File: src/rtl/ulpi_vp_pkg.sv
package ulpi_vp_pkg;
  localparam int WORD_W     = 32;
  localparam int BYTE_W     = 8;
  localparam int PORT_W     = 3;
  localparam int CMD_ADDR_W = 6;

  // bit positions software decodes
  localparam int POS_WDATA = 0;
  localparam int POS_RDATA = 8;
  localparam int POS_ADDR  = 16;
  localparam int POS_PORT  = 24;
  localparam int POS_SYNC  = 27;
  localparam int POS_DIR   = 29;
  localparam int POS_RUN   = 30;
  localparam int POS_WAKE  = 31;

  localparam logic [1:0] OPC_WRITE = 2'b10;
  localparam logic [1:0] OPC_READ  = 2'b11;

  typedef enum logic [2:0] {
    VP_IDLE, VP_CMD, VP_HOLD, VP_WDATA, VP_WSTOP, VP_TURN, VP_RCAPT, VP_WAKE
  } vp_state_e;
endpackage

File: src/rtl/ulpi_vp_fields.sv
module ulpi_vp_fields
  import ulpi_vp_pkg::*;
#(
  parameter int DW = BYTE_W,
  parameter int PW = PORT_W
) (
  input  logic              clk,
  input  logic              rst_n,
  input  logic              load,
  input  logic [WORD_W-1:0] word_in,
  input  logic              cap_en,
  input  logic [DW-1:0]     cap_data,
  output logic [DW-1:0]     wdata,
  output logic [DW-1:0]     rdata,
  output logic [DW-1:0]     addr,
  output logic [PW-1:0]     port,
  output logic              is_write
);
  always_ff @(posedge clk) begin
    if (!rst_n) begin
      wdata    <= '0;
      addr     <= '0;
      port     <= '0;
      is_write <= 1'b0;
    end else if (load) begin
      wdata    <= word_in[POS_WDATA +: DW];
      addr     <= word_in[POS_ADDR +: DW];
      port     <= word_in[POS_PORT +: PW];
      is_write <= word_in[POS_DIR];
    end
  end

  always_ff @(posedge clk) begin
    if (!rst_n)      rdata <= '0;
    else if (cap_en) rdata <= cap_data;
  end
endmodule

File: src/rtl/ulpi_vp_seq.sv
module ulpi_vp_seq
  import ulpi_vp_pkg::*;
#(
  parameter int DW = BYTE_W,
  parameter int AW = CMD_ADDR_W
) (
  input  logic          clk,
  input  logic          rst_n,
  input  logic          start_rw,
  input  logic          start_wake,
  input  logic          is_write,
  input  logic [AW-1:0] cmd_addr,
  input  logic [DW-1:0] wdata,
  input  logic          dir,
  input  logic          nxt,
  output vp_state_e     state,
  output logic          idle,
  output logic          cap_en,
  output logic [DW-1:0] data_o,
  output logic          data_oe,
  output logic          stp
);
  localparam int PAD_W = DW - AW - 2;

  vp_state_e nxt_state;

  always_comb begin
    nxt_state = state;
    unique case (state)
      VP_IDLE:  if (start_rw) nxt_state = VP_CMD;
                else if (start_wake) nxt_state = VP_WAKE;
      VP_CMD:   if (dir) nxt_state = VP_HOLD;
                else if (nxt) nxt_state = is_write ? VP_WDATA : VP_TURN;
      VP_HOLD:  if (!dir) nxt_state = VP_CMD;
      VP_WDATA: if (nxt) nxt_state = VP_WSTOP;
      VP_WSTOP: nxt_state = VP_IDLE;
      VP_TURN:  if (dir) nxt_state = VP_RCAPT;
      VP_RCAPT: nxt_state = VP_IDLE;
      VP_WAKE:  if (!dir) nxt_state = VP_IDLE;
      default:  nxt_state = VP_IDLE;
    endcase
  end

  always_ff @(posedge clk) begin
    if (!rst_n) state <= VP_IDLE;
    else        state <= nxt_state;
  end

  logic [1:0] opcode;
  assign opcode = is_write ? OPC_WRITE : OPC_READ;

  generate
    if (PAD_W > 0) begin : g_pad
      logic [DW-1:0] cmd_byte;
      assign cmd_byte = {opcode, {PAD_W{1'b0}}, cmd_addr};
      assign data_o = (state == VP_CMD) ? cmd_byte :
                      (state == VP_WDATA) ? wdata : '0;
    end else begin : g_nopad
      assign data_o = (state == VP_CMD) ? {opcode, cmd_addr} :
                      (state == VP_WDATA) ? wdata : '0;
    end
  endgenerate

  assign idle    = (state == VP_IDLE);
  assign cap_en  = (state == VP_RCAPT);
  assign data_oe = (state == VP_CMD) || (state == VP_WDATA) || (state == VP_WSTOP);
  assign stp     = (state == VP_WSTOP) || (state == VP_WAKE);
endmodule

File: src/rtl/ulpi_viewport.sv
module ulpi_viewport
  import ulpi_vp_pkg::*;
(
  input  logic              clk,
  input  logic              rst_n,
  input  logic              vp_wr_en,
  input  logic [WORD_W-1:0] vp_wr_data,
  output logic [WORD_W-1:0] vp_rd_data,
  input  logic              phy_sync,
  input  logic              ulpi_dir,
  input  logic              ulpi_nxt,
  input  logic [BYTE_W-1:0] ulpi_data_i,
  output logic [BYTE_W-1:0] ulpi_data_o,
  output logic              ulpi_data_oe,
  output logic              ulpi_stp
);
  vp_state_e         state_q;
  logic              idle;
  logic              cap_en;
  logic              load;
  logic [BYTE_W-1:0] f_wdata, f_rdata, f_addr;
  logic [PORT_W-1:0] f_port;
  logic              f_write;
  logic              run_bit, wake_bit;

  assign load = vp_wr_en && idle;

  ulpi_vp_fields #(.DW(BYTE_W), .PW(PORT_W)) u_fields (
    .clk      (clk),
    .rst_n    (rst_n),
    .load     (load),
    .word_in  (vp_wr_data),
    .cap_en   (cap_en),
    .cap_data (ulpi_data_i),
    .wdata    (f_wdata),
    .rdata    (f_rdata),
    .addr     (f_addr),
    .port     (f_port),
    .is_write (f_write)
  );

  ulpi_vp_seq #(.DW(BYTE_W), .AW(CMD_ADDR_W)) u_seq (
    .clk        (clk),
    .rst_n      (rst_n),
    .start_rw   (load && vp_wr_data[POS_RUN]),
    .start_wake (load && vp_wr_data[POS_WAKE]),
    .is_write   (f_write),
    .cmd_addr   (f_addr[CMD_ADDR_W-1:0]),
    .wdata      (f_wdata),
    .dir        (ulpi_dir),
    .nxt        (ulpi_nxt),
    .state      (state_q),
    .idle       (idle),
    .cap_en     (cap_en),
    .data_o     (ulpi_data_o),
    .data_oe    (ulpi_data_oe),
    .stp        (ulpi_stp)
  );

  assign wake_bit = (state_q == VP_WAKE);
  assign run_bit  = !idle && !wake_bit;

  assign vp_rd_data = {wake_bit, run_bit, f_write, 1'b0, phy_sync,
                       f_port, f_addr, f_rdata, f_wdata};
endmodule

File: config.mk
export PLATFORM = sky130hd
export DESIGN_NAME = ulpi_viewport
export DESIGN_NICKNAME = d
export VERILOG_FILES = /design/src/rtl/ulpi_vp_pkg.sv /design/src/rtl/ulpi_vp_fields.sv /design/src/rtl/ulpi_vp_seq.sv /design/src/rtl/ulpi_viewport.sv
export SDC_FILE = /design/constraint.sdc
export NUM_CORES = 1
export LEC_CHECK = 0
export BUFFER_PORTS_ARGS = -buffer_cell sky130_fd_sc_hd__buf_2
export CAP_MARGIN = 20
export CORE_MARGIN = 2
export CORE_UTILIZATION = 24
export CTS_CLUSTER_SIZE = 8
export DETAILED_ROUTE_END_ITERATION = 7
export GPL_TIMING_DRIVEN = 0
export SETUP_SLACK_MARGIN = 0.15
export SYNTH_ARGS = -nofsm -noshare
export SYNTH_HDL_FRONTEND = slang
export SYNTH_SLANG_ARGS = --single-unit
File: constraint.sdc
create_clock -name clk -period 1.4 [get_ports clk]
set_input_delay 0.28 -clock clk [delete_from_list [all_inputs] [get_ports clk]]
set_output_delay 0.28 -clock clk [all_outputs]
set_load 0.01 [all_outputs]
# After elaboration in Yosys (flattened, before gate mapping)
# Index checks and enable logic that the tools add are counted.
# word_totals
latchBits,0
in_bits,46
out_inout_bits,42
mem_bits_ro,0
ff_bits,31
ramBits,0
n_memories,0
# classes
addsub,0
shifts,0
reduce_logical,12
mux,13
bitwise,0
div,0
n_mul,0
n_lt_le_gt_ge,0
n_eq_ne,13
# ops
operator,count
3-bit two-way mux,9
3-bit one-hot mux with 7 select lines,1
8-bit two-way mux,2
3-bit equality test (second input constant),4
2-bit != test (second input constant),4
3-bit by 2-bit equality test with 1-bit output (second input constant),2
6-bit AND reduction,1
1-bit logical AND,4
3-bit by 1-bit equality test with 1-bit output (second input constant),1
3-bit zero test,1
1-bit logical OR,3
3-bit by 1-bit != test with 1-bit output (second input constant),1
3-bit != test (second input constant),1
1-bit zero test,2
2-bit OR reduction,1
1-bit two-way mux,1

# Logic depth before layout (Yosys ltp)
# logic_depth
depth_word,6
ltp_mapped,6
ltp_nobuf,4

# Hierarchy
# A second synthesis with hierarchy kept.
# hier_totals
hier_cells,159
hier_area_um2,1556.5
# by_module_without_submodules
module,cells_each,instances,seq_area_each_um2,area_per_inst_um2
ulpi_vp_fields,89,1,560.5,1056.0
ulpi_vp_seq,59,1,60.1,426.7
ulpi_viewport,11,1,0.0,73.8

# Least setup slack after synthesis
# Ideal clock, no wire load.
# synth_path
path_type,register to output
from,reg u_seq.state[1]
to,out ulpi_data_o[1]
arrival_ns,0.966
path_stages_with_launch,5
path_buffers,2
slack_ns,0.154
required_time_ns,1.120
path_cell_list,dfxtp_1 buf_4 buf_2 mux2i_1 nor2_1
# synth_via
elab_chain_len,3
elab_cells_between_ends,4
cone_classes,eq/ne: 2; mux: 2
# synth_lines
element,line_no,source
start: declaration,ulpi_vp_seq.sv:16,"output vp_state_e state,"
start signal: assignment,ulpi_vp_seq.sv:46,else state <= nxt_state;
3-bit by 2-bit equality test with 1-bit output,ulpi_vp_seq.sv:60,(state == VP_WDATA) ? wdata : '0;
8-bit two-way mux,ulpi_vp_seq.sv:60,
8-bit two-way mux (*),ulpi_vp_seq.sv:59,"assign data_o = (state == VP_CMD) ? {opcode, cmd_addr} :"
end: declaration,ulpi_viewport.sv:13,"output logic [BYTE_W-1:0] ulpi_data_o,"
# Every way passes the cells marked *; elsewhere a longest branch is shown, timed or not.

# Worst setup path after layout
# layout_path
from,reg u_seq.state[1]
to,out ulpi_data_o[2]
# Same word-level chain as after synthesis.

==> results.ini <==
[yosys]
synthFlopType=dfxtp_1
yosys.area.top_type=dfxtp_1
yosysSeqAreaShare=0.414
synth-seq-cells=31
synth_edf_count=0
async_reset_ff_frac=0
synth_common_cells=nand2_1 (46), dfxtp_1 (31), a21boi_1 (20), mux2i_1 (17), nor2_1 (11)
syn_avg_cell_area_um2=8.47
yosysUniqueCellTypes=28
synthTopCellsByArea=dfxtp_1 (41%), nand2_1 (12%), mux2i_1 (11%), a21boi_1 (10%), nor2b_1 (3.8%)
synthesis.nets=223
synthesis.area_um2=1500
yosys_warnings=0
yosysMostFrequentCell=nand2_1
synthCells=177
netlist.area_leader.share=0.414

[sta]
setup_slack_ps=-157
fmax_mhz=642
post-route-period-util=1.11
final_max_slew_viol_count=0
rsz0062_at_grt=true
fin_crit_ps=1560
finClkSkew_ps=8.82
setup_viol=32
finalHoldViolations=0

[job]
cap_viol_max_count=0

[drt]
wirelength_um=4590
via_count=1551
drt_iter0_markers=41
avgRoutedWirePerCell_um=12.9
vias_per_cell=4.37
drtAntennaViolNets=0
post-route-drc-count=0
drt-pass1-iter-count=4

[setup_path]
required_ps=1120
end_kind=primary output
crit_type=flip-flop to primary output
crit_fanout=10
startpoint_type=flip-flop
critPathArrivalTime_ps=1280

[finish]
diodes=0
n_fill_cell=633
seq_area_um2=624
multiInputGateArea_um2=905
layout.cells.non_filler=355
drive_above_1_share=0.568
syn_to_final_growth_pct=66.4
final_core_util=0.416
nets=326

[global_routing]
grtUsageTotal=0.132
grt_max_degree=11
antenna_found_initial=0
grt_pass1_wl_um=7300
grt-ovfl-total=0
grt_pass1_vias=1479

[die]
dieWidth_um=83.0
fp-row-count=28
start_util=0.250
floorplan.die.height_um=83.0
die_area_um2=6890
fp.coreArea_um2=5990
ioPinCount=88

[cts]
clk_latency_ps=280
cts_tree=built
cts_buffer_depth=2
cts_root_buffer=clkbuf_8
cts_inserted_buffers=5
hold_buffers=0
cts_htree_levels=2
cts.sinks=31
clkTransAtPathRegs_ps=70

[placement]
port_buffers=75
dpl.cell_count=327
hpwl_um=2950
place_congestion=0.772

[worst_hold_path]
worst_hold_path_type=primary input to flip-flop

[run_status]
violations=setup timing
status=finished with violations

[pwr]
leakagePower_nw=1.23
ir_worst_vdd_uv=737
power.density_nw_per_um2=1670

final cells by class:
type,instances,area share
buffer,16,0.0582
clock buffer,6,0.0331
clock inverter,1,0.00201
inverter,4,0.0100
multi-input combinational,127,0.363
sequential,31,0.250
tap,75,0.0376
timing repair buffer,95,0.246
cells by family after synthesis:
logic type,after synthesis,synth area share
AOI/OAI and AO/OA,32,0.156
xor gates and xnor gates,1,0.00584
buffers and inverters,20,0.0835
DFF,31,0.414
muxes,17,0.114
other,1,0.00250
and+or+nand+nor,75,0.225
per-stage QoR:
stage                     worst slack (ps)  hold WS, ps  total power [W]  setup TNS, ps  instance area (um^2)
after floorplan                        154          415          0.00213              0                  1500
after global routing                  -234          223          0.00442          -4340                  2490
final                                 -157          227          0.00416          -1970                  2490
after global placement                -114          440          0.00260           -744                  1970
after CTS                             -164          218          0.00399          -1930                  2370
after detailed placement              -120          446          0.00261           -769                  1970
flip-flops by register name, summed over array words and instances, names as in the netlist:
signal	flops
u_fields.wdata	8
u_fields.port	3
u_fields.is_write	1
u_seq.state	3
u_fields.addr	8
u_fields.rdata	8
critical path, cell delays in order, from the launching register on:
cell	delay, ps
dfxtp_2	330
buf_6	140
buf_12	150
mux2i_1	190
nor2_1	50
buf_2	140
per-layer routing:
layer	wire length [um]	up-vias	track usage
met3	269	4	0.0427
met1	2010	712	0.163
li1	-	788	-
met4	30	0	0.0313
met5	0	-	0
met2	2280	47	0.224
worst paths after layout:
| kind | startpoint | end | slack, ps | cells after the start |
|---|---|---|---|---|
| max | u_seq.state[1] | ulpi_data_o[2] | -160 | 5 |
| min | vp_wr_data[20] | u_fields.addr[4] | 230 | 3 |
| max reg2reg | u_seq.state[1] | u_seq.state[2] | -110 | 7 |
| min reg2reg | u_fields.port[1] | u_fields.port[1] | 450 | 2 |
cell usage in the layout (no fill, tap or decap), drive strengths merged:
cell	count
a22oi	1
o21ai	5
mux2i	17
nand3	3
conb	1
and2	2
o31ai	1
clkbuf	11
clkinv	1
nand2	47
nor2b	9
inv	4
nor3	4
dfxtp	31
o221a	1
a31oi	1
buf	106
a21oi	2
xor2	1
a21boi	20
a2111o	1
nor2	11
power breakdown:
group / internal (W) / switching [W] / total, W
combinational: 0.00117 / 0.00110 / 0.00227
clock: 0.000386 / 0.000337 / 0.000723
sequential: 0.00105 / 0.000107 / 0.00116
timing repair:
item | CTS | global route
gates resized for setup | 52 | 17
pin swaps | 7 | 10
setup endpoints to repair | 34 | 43
gates cloned | 3 | 0
setup buffers | 11 | 7
Note: power is estimated with default switching activity, not from simulation.
